**src/rtl/tcomp_pkg.sv**
```systemverilog
package tcomp_pkg;
    typedef enum logic [2:0] {
        ST_IDLE,
        ST_SQ,
        ST_LIN,
        ST_QUAD,
        ST_WR,
        ST_DONE
    } tc_state_e;
endpackage

```
**src/rtl/tcomp_mul.sv**
```systemverilog
module tcomp_mul #(
    parameter int A_W = 32,
    parameter int B_W = 16
) (
    input  logic signed [A_W-1:0]     a_i,
    input  logic signed [B_W-1:0]     b_i,
    output logic signed [A_W+B_W-1:0] p_o
);
    localparam int P_W = A_W + B_W;

    assign p_o = P_W'(a_i) * P_W'(b_i);
endmodule

```
**src/rtl/tcomp_coef_bank.sv**
```systemverilog
module tcomp_coef_bank #(
    parameter int NUM_CH = 3,
    parameter int DATA_W = 16,
    parameter int CH_W   = 2
) (
    input  logic              clk,
    input  logic              rst_n,
    input  logic              we_i,
    input  logic              busy_i,
    input  logic [CH_W-1:0]   chan_i,
    input  logic              sel_i,
    input  logic [DATA_W-1:0] data_i,
    input  logic [CH_W-1:0]   rd_chan_i,
    output logic [DATA_W-1:0] lin_o,
    output logic [DATA_W-1:0] quad_o
);
    typedef struct packed {
        logic [NUM_CH-1:0][DATA_W-1:0] lin;
        logic [NUM_CH-1:0][DATA_W-1:0] quad;
    } bank_t;

    bank_t bank_d, bank_q;
    logic [NUM_CH-1:0] wr_lin, wr_quad;
    logic take;

    assign take = we_i && !busy_i;

    for (genvar g = 0; g < NUM_CH; g++) begin : g_dec
        assign wr_lin[g]  = take && (chan_i == CH_W'(g)) && !sel_i;
        assign wr_quad[g] = take && (chan_i == CH_W'(g)) &&  sel_i;
    end

    always_comb begin
        bank_d = bank_q;
        for (int i = 0; i < NUM_CH; i++) begin
            if (wr_lin[i])  bank_d.lin[i]  = data_i;
            if (wr_quad[i]) bank_d.quad[i] = data_i;
        end
    end

    always_ff @(posedge clk) begin
        if (!rst_n) bank_q <= '0;
        else        bank_q <= bank_d;
    end

    always_comb begin
        lin_o  = '0;
        quad_o = '0;
        if (rd_chan_i < CH_W'(NUM_CH)) begin
            lin_o  = bank_q.lin[rd_chan_i];
            quad_o = bank_q.quad[rd_chan_i];
        end
    end

    AST_COEF_FROZEN_BUSY: assert property (@(posedge clk) disable iff (!rst_n)
        busy_i |=> $stable(bank_q));
endmodule

```
**src/rtl/tcomp_engine.sv**
```systemverilog
module tcomp_engine
    import tcomp_pkg::*;
#(
    parameter int NUM_CH     = 3,
    parameter int DATA_W     = 16,
    parameter int CH_W       = 2,
    parameter int ADDR_W     = 8,
    parameter int BASE_ADDR  = 'h40,
    parameter int BASE       = 16385,
    parameter int LIN_SHIFT  = 14,
    parameter int QUAD_SHIFT = 23
) (
    input  logic                          clk,
    input  logic                          rst_n,
    input  logic                          start_i,
    input  logic [DATA_W-1:0]             temp_i,
    input  logic [DATA_W-1:0]             lin_i,
    input  logic [DATA_W-1:0]             quad_i,
    output logic [CH_W-1:0]               rd_chan_o,
    output logic                          busy_o,
    output logic                          done_o,
    output logic [NUM_CH-1:0][DATA_W-1:0] gain_o,
    output logic                          res_we_o,
    output logic [ADDR_W-1:0]             res_addr_o,
    output logic [DATA_W-1:0]             res_data_o
);
    localparam int SQ_W   = 2 * DATA_W;
    localparam int PROD_W = SQ_W + DATA_W;
    localparam int ACC_W  = PROD_W;
    localparam logic [ADDR_W-1:0] FIRST_ADDR = ADDR_W'(BASE_ADDR);
    localparam logic [ADDR_W-1:0] LAST_ADDR  = ADDR_W'(BASE_ADDR + NUM_CH - 1);

    typedef struct packed {
        tc_state_e                     st;
        logic [CH_W-1:0]               ch;
        logic signed [DATA_W-1:0]      temp;
        logic signed [SQ_W-1:0]        sq;
        logic signed [ACC_W-1:0]       acc;
        logic [NUM_CH-1:0][DATA_W-1:0] gain;
        logic                          we;
        logic [ADDR_W-1:0]             addr;
        logic [DATA_W-1:0]             data;
        logic                          done;
    } eng_t;

    eng_t eng_d, eng_q;

    logic signed [SQ_W-1:0]   mul_a;
    logic signed [DATA_W-1:0] mul_b;
    logic signed [PROD_W-1:0] prod;
    logic signed [ACC_W-1:0]  lin_term, quad_term, sum_v;
    logic [DATA_W-1:0]        sat_v;

    always_comb begin
        mul_a = '0;
        mul_b = '0;
        unique case (eng_q.st)
            ST_SQ: begin
                mul_a = {{DATA_W{eng_q.temp[DATA_W-1]}}, eng_q.temp};
                mul_b = eng_q.temp;
            end
            ST_LIN: begin
                mul_a = {{DATA_W{eng_q.temp[DATA_W-1]}}, eng_q.temp};
                mul_b = lin_i;
            end
            ST_QUAD: begin
                mul_a = eng_q.sq;
                mul_b = quad_i;
            end
            default: ;
        endcase
    end

    tcomp_mul #(.A_W(SQ_W), .B_W(DATA_W)) mul_i (
        .a_i (mul_a),
        .b_i (mul_b),
        .p_o (prod)
    );

    assign lin_term  = prod >>> LIN_SHIFT;
    assign quad_term = prod >>> QUAD_SHIFT;
    assign sum_v     = eng_q.acc + ACC_W'(BASE);

    always_comb begin
        if (sum_v < 0)                        sat_v = '0;
        else if (sum_v[ACC_W-1:DATA_W] != '0) sat_v = '1;
        else                                  sat_v = sum_v[DATA_W-1:0];
    end

    always_comb begin
        eng_d      = eng_q;
        eng_d.we   = 1'b0;
        eng_d.done = 1'b0;
        unique case (eng_q.st)
            ST_IDLE: if (start_i) begin
                eng_d.temp = temp_i;
                eng_d.ch   = '0;
                eng_d.st   = ST_SQ;
            end
            ST_SQ: begin
                eng_d.sq = prod[SQ_W-1:0];
                eng_d.st = ST_LIN;
            end
            ST_LIN: begin
                eng_d.acc = lin_term;
                eng_d.st  = ST_QUAD;
            end
            ST_QUAD: begin
                eng_d.acc = eng_q.acc + quad_term;
                eng_d.st  = ST_WR;
            end
            ST_WR: begin
                eng_d.gain[eng_q.ch] = sat_v;
                eng_d.we             = 1'b1;
                eng_d.addr           = FIRST_ADDR + ADDR_W'(eng_q.ch);
                eng_d.data           = sat_v;
                if (eng_q.ch == CH_W'(NUM_CH - 1)) begin
                    eng_d.st = ST_DONE;
                end else begin
                    eng_d.ch = eng_q.ch + 1'b1;
                    eng_d.st = ST_LIN;
                end
            end
            ST_DONE: begin
                eng_d.done = 1'b1;
                eng_d.st   = ST_IDLE;
            end
            default: eng_d.st = ST_IDLE;
        endcase
    end

    always_ff @(posedge clk) begin
        if (!rst_n) begin
            eng_q      <= '0;
            eng_q.gain <= {NUM_CH{DATA_W'(BASE)}};
        end else begin
            eng_q <= eng_d;
        end
    end

    assign rd_chan_o  = eng_q.ch;
    assign busy_o     = (eng_q.st != ST_IDLE);
    assign done_o     = eng_q.done;
    assign gain_o     = eng_q.gain;
    assign res_we_o   = eng_q.we;
    assign res_addr_o = eng_q.addr;
    assign res_data_o = eng_q.data;

    AST_START_BUSY: assert property (@(posedge clk) disable iff (!rst_n)
        (start_i && !busy_o) |=> busy_o);
    AST_DONE_ONE_CYCLE: assert property (@(posedge clk) disable iff (!rst_n)
        done_o |=> !done_o);
    AST_DONE_AFTER_LAST: assert property (@(posedge clk) disable iff (!rst_n)
        done_o |-> ($past(res_we_o) && $past(res_addr_o) == LAST_ADDR));
    AST_WRITE_ORDER: assert property (@(posedge clk) disable iff (!rst_n)
        (res_we_o && res_addr_o != FIRST_ADDR) |->
            ($past(res_we_o, 3) && $past(res_addr_o, 3) == res_addr_o - ADDR_W'(1)));
    AST_TEMP_HELD: assert property (@(posedge clk) disable iff (!rst_n)
        busy_o |=> $stable(eng_q.temp));
endmodule

```
**src/rtl/tcomp_gain_top.sv**
```systemverilog
module tcomp_gain_top #(
    parameter int DATA_W = 16,
    parameter int ADDR_W = 8
) (
    input  logic              clk,
    input  logic              rst_n,
    input  logic              start_i,
    input  logic [DATA_W-1:0] temp_i,
    input  logic              cfg_we_i,
    input  logic [1:0]        cfg_chan_i,
    input  logic              cfg_sel_i,
    input  logic [DATA_W-1:0] cfg_data_i,
    output logic              busy_o,
    output logic              done_o,
    output logic [DATA_W-1:0] gain0_o,
    output logic [DATA_W-1:0] gain1_o,
    output logic [DATA_W-1:0] gain2_o,
    output logic              res_we_o,
    output logic [ADDR_W-1:0] res_addr_o,
    output logic [DATA_W-1:0] res_data_o
);
    localparam int NUM_CH = 3;
    localparam int CH_W   = 2;

    logic [CH_W-1:0]               rd_chan;
    logic [DATA_W-1:0]             lin_c, quad_c;
    logic [NUM_CH-1:0][DATA_W-1:0] gains;

    tcomp_coef_bank #(.NUM_CH(NUM_CH), .DATA_W(DATA_W), .CH_W(CH_W)) bank_i (
        .clk       (clk),
        .rst_n     (rst_n),
        .we_i      (cfg_we_i),
        .busy_i    (busy_o),
        .chan_i    (cfg_chan_i),
        .sel_i     (cfg_sel_i),
        .data_i    (cfg_data_i),
        .rd_chan_i (rd_chan),
        .lin_o     (lin_c),
        .quad_o    (quad_c)
    );

    tcomp_engine #(
        .NUM_CH (NUM_CH),
        .DATA_W (DATA_W),
        .CH_W   (CH_W),
        .ADDR_W (ADDR_W)
    ) eng_i (
        .clk        (clk),
        .rst_n      (rst_n),
        .start_i    (start_i),
        .temp_i     (temp_i),
        .lin_i      (lin_c),
        .quad_i     (quad_c),
        .rd_chan_o  (rd_chan),
        .busy_o     (busy_o),
        .done_o     (done_o),
        .gain_o     (gains),
        .res_we_o   (res_we_o),
        .res_addr_o (res_addr_o),
        .res_data_o (res_data_o)
    );

    assign gain0_o = gains[0];
    assign gain1_o = gains[1];
    assign gain2_o = gains[2];
endmodule

```
**config.mk**
```make
export PLATFORM = sky130hd
export DESIGN_NAME = tcomp_gain_top
export DESIGN_NICKNAME = d
export VERILOG_FILES = /design/src/rtl/tcomp_pkg.sv /design/src/rtl/tcomp_mul.sv /design/src/rtl/tcomp_coef_bank.sv /design/src/rtl/tcomp_engine.sv /design/src/rtl/tcomp_gain_top.sv
export SDC_FILE = /design/constraint.sdc
export NUM_CORES = 2
export LEC_CHECK = 0
export BUFFER_PORTS_ARGS = -buffer_cell sky130_fd_sc_hd__buf_4
export CORE_MARGIN = 2
export CORE_UTILIZATION = 45
export CTS_BUF_LIST = sky130_fd_sc_hd__clkbuf_8
export DETAILED_ROUTE_END_ITERATION = 8
export HOLD_SLACK_MARGIN = 0.15
export MAX_ROUTING_LAYER = met4
export PLACE_DENSITY = 0.63
export SLEW_MARGIN = 25
export SYNTH_ARGS = -nofsm -noshare
export SYNTH_HDL_FRONTEND = slang
export SYNTH_SLANG_ARGS = --single-unit
```
**constraint.sdc**
```tcl
create_clock -name clk -period 17.5 [get_ports clk]
set_clock_uncertainty 0.1 [all_clocks]
set_input_delay 1.75 -clock clk [delete_from_list [all_inputs] [get_ports clk]]
set_output_delay 1.75 -clock clk [all_outputs]
set_load 0.01 [all_outputs]
```
==> results by group <==
GRT
  • First-pass GRT wire length: 147000 um
  • Gr ovfl total: 0
  • Number of antenna violations at the first check in global routing: 1
  • Number of global-route vias before repair: 25765
  • Gr usage total: 27.1%
  • Largest net degree at the start of global routing: 101

Timing
  • Worst slew pin tran: 1.09 ns
  • Fin Setup TNS: 0 ns
  • RSZ-0062 raised after global routing: false
  • Final hold viol count: 0
  • Peak Freq: 80.7 MHz
  • Worst setup margin: a little over 5 ns
  • Worst slew margin: 27.0%
  • Final min period: 12.39 ns
  • WHS: 0.346 ns
  • Slew Limit Fails: 0
  • Final Cycle Share: 70.8%
  • # setup viols final: 0

Logic synthesis
  • Synth Instances: 3785
  • Simple-gate share of the synthesized area: 15.6%
  • Fraction of synthesized area in multiplexers: 3.82%
  • Post-synth EDFFs: 0
  • Post-synth top area share: between 30% and 40%
  • Seq/Total Area, Yosys: 16.8%
  • Yosys warning total: 0
  • Cell variety after synth: 82
  • Ys flop type: dfxtp_1
  • Cell area after synthesis: 0.0316 mm2
  • Top post-synthesis cells by area: fa_1, dfxtp_1, nand2_1
  • Post-synth top area cell: fa_1
  • Yosys reg bits: 266
  • Compound-gate portion of the synthesized area: about an eighth
  • Synth cell count leaders: nand2_1, inv_1, fa_1
  • Syn Area/Cell: 8.36 um2
  • Combinational family with the most area after synthesis: adder cells
  • Post-synthesis xor/xnor area fraction: 3.13%
  • Post-synth ARST share: 0%
  • Most common cell in the netlist: nand2_1
  • Synth Area in Adders: 37.4%

Drt
  • Iter 0 DRT Violations: 2229
  • Post-Route M1 WL: 41200 um
  • Met2 wire length: between 40000 and 50000 um
  • Metal3 WL: about 7000 um
  • Total number of vias: approximately 26000
  • Top Layer Used: met4
  • WL/cell: 19.5 um
  • Post-route ant nets: 0
  • DRC: 0
  • Final wirelength: slightly above 90000 um
  • DR pass1 iterations: 6
  • Drt via density: 5.44

Flow run
  • Max Cap Violations: 0

Placement
  • GP Congestion: ~0.95
  • Placed Area: 0.0330 mm2
  • Place WS: 5.28 ns
  • Port Buffers: 108
  • HPWL Detailed: 72000 um

Power
  • Worst IR Drop VDD: 0.0582 mV
  • Final Power: around 1700 uW
  • Pleak: 0.0158 uW
  • P per Cell Area: 49.8 mW/mm2

Floorplanning
  • # rows: 97
  • Die H: ~270 um
  • Area of the die: roughly 0.072 mm2
  • Initial Util: 45.3%
  • Core box area: 0.0698 mm2
  • Num ports: between 100 and 150
  • Die Wd: 269 um

Setup path
  • Req. time, crit path: about 18 ns
  • Crit path max-delay family: compound AO/OA/AOI/OAI gates
  • CP Buf/Inv Count: 8
  • Worst reg2reg startpoint: eng_i.eng_q[172]$_SDFFE_PN0P_
  • Worst EP arrival: 12.84 ns
  • CP max stage delay: 0.68 ns
  • Crit path launch type: flip-flop
  • Crit-path max FO: 40
  • Critical path origin: eng_i.eng_q[172]$_SDFFE_PN0P_
  • Crit Path Class: flip-flop to flip-flop
  • Setup crit end kind: flip-flop
  • Crit path top cell by count: fa_1
  • Slowest library cell on the worst path: dfxtp_4

Clocking
  • H-tree depth reported by CTS: 2
  • Post CTS Setup Buffer Count: 0
  • CTS tree: done
  • Reg clk slew, reported paths: 0.06 ns
  • Post-CTS sizing: 0
  • Worst skew pair latency: 0.65 ns
  • Root Driver: clkbuf_8
  • Bufs on Longest Clock Path: 3
  • Hold buffer count at cts: 0
  • Clk sinks: 266
  • CTS buffer count: 48

Min path
  • Min-delay src: eng_i.gain_o[22]$_SDFFE_PN0P_
  • Worst min-delay path class: flip-flop to flip-flop

Final layout
  • Design area: 0.0341 mm2
  • Final #Nets: approximately 4500
  • Share of layout cells above drive strength 1: under 10%
  • Area grow syn2layout: 7.86%

Status
  • Outcome: finished, final reports clean
## layer usage
metal | up-vias | GRT usage (%)
li1 | 11954 | -
met1 | 12812 | 37.7
met2 | 906 | 41.2
met3 | 138 | 4.08
met4 | 0 | 7.39
met5 | - | -
## kinds of logic (layout without fill, tap and decap cells)
kind of cell	after synthesis	in the layout
AO/OA/AOI/OAI	664	664
other	1	6
flip-flops	266	266
XOR/XNOR	113	113
multiplexers	100	100
adder cells (fa/ha/maj)	653	653
AND/OR/NAND/NOR	1191	1191
buffers and inverters	797	809
## worst register-to-register path: cells and delay by family (launching register included)
family	cells	cell delay, ns
AO/OA/AOI/OAI	15	4.08
multiplexers	1	0.34
AND/OR/NAND/NOR	7	1.50
XOR/XNOR	1	0.14
flip-flops	1	0.68
adder cells (fa/ha/maj)	8	3.62
buffers and inverters	8	1.85
## power by group
group	switching (uW)	leakage [uW]	internal [uW]	total, uW
logic	223	0.0130	111	334
registers	33.9	0.00215	628	662
clock network	298	0.000615	404	702
## state kept, by name, indices dropped and copies added (netlist names)
| signal | cells |
|---|---|
| eng_i.eng_q | 99 |
| bank_i.bank_q | 96 |
| eng_i.gain_o | 48 |
| eng_i.res_data_o | 16 |
| eng_i.res_addr_o | 3 |
| eng_i.rd_chan_o | 2 |
| eng_i.done_o | 1 |
| eng_i.res_we_o | 1 |
## area by class of cell
type	count	area, um2
antenna	1	2.50
fill	6824	35700
sequential	266	5330
timing repair buffer	168	1260
clock inverter	30	338
inverter	554	2080
clock buffer	57	785
tap	940	1180
multi-input combinational	2726	23100
## worst paths after layout
check | end | slack, ns | depth (start not counted)
max reg2reg | eng_i.eng_q[121]$_SDFFE_PN0P_ | 5.11 | 40
min | eng_i.gain_o[22]$_SDFFE_PN0P_ | 0.35 | 2
max | eng_i.eng_q[121]$_SDFFE_PN0P_ | 5.11 | 40
min reg2reg | eng_i.gain_o[22]$_SDFFE_PN0P_ | 0.35 | 2
## per-stage QoR
step / cells / util (%)
4_1_cts: 4739 / 48.8
2_1_floorplan: 3789 / -
6_report: 4742 / 48.9
5_1_grt: 4741 / 48.9
3_5_place_dp: 4652 / 47.2
3_3_place_gp: 4646 / 47.2
## layout by cell type, fill, tap and decap left out, types with 66 or more instances in the layout
cell / instances
o21ai_0: 78
a21o_1: 66
nor2_1: 420
o21ai_1: 71
fa_1: 487
buf_4: 163
xnor2_1: 70
dfxtp_1: 265
ha_1: 166
inv_1: 559
mux2i_1: 82
nand2_1: 576
a21oi_1: 241
(Power assumes the default switching activity.)
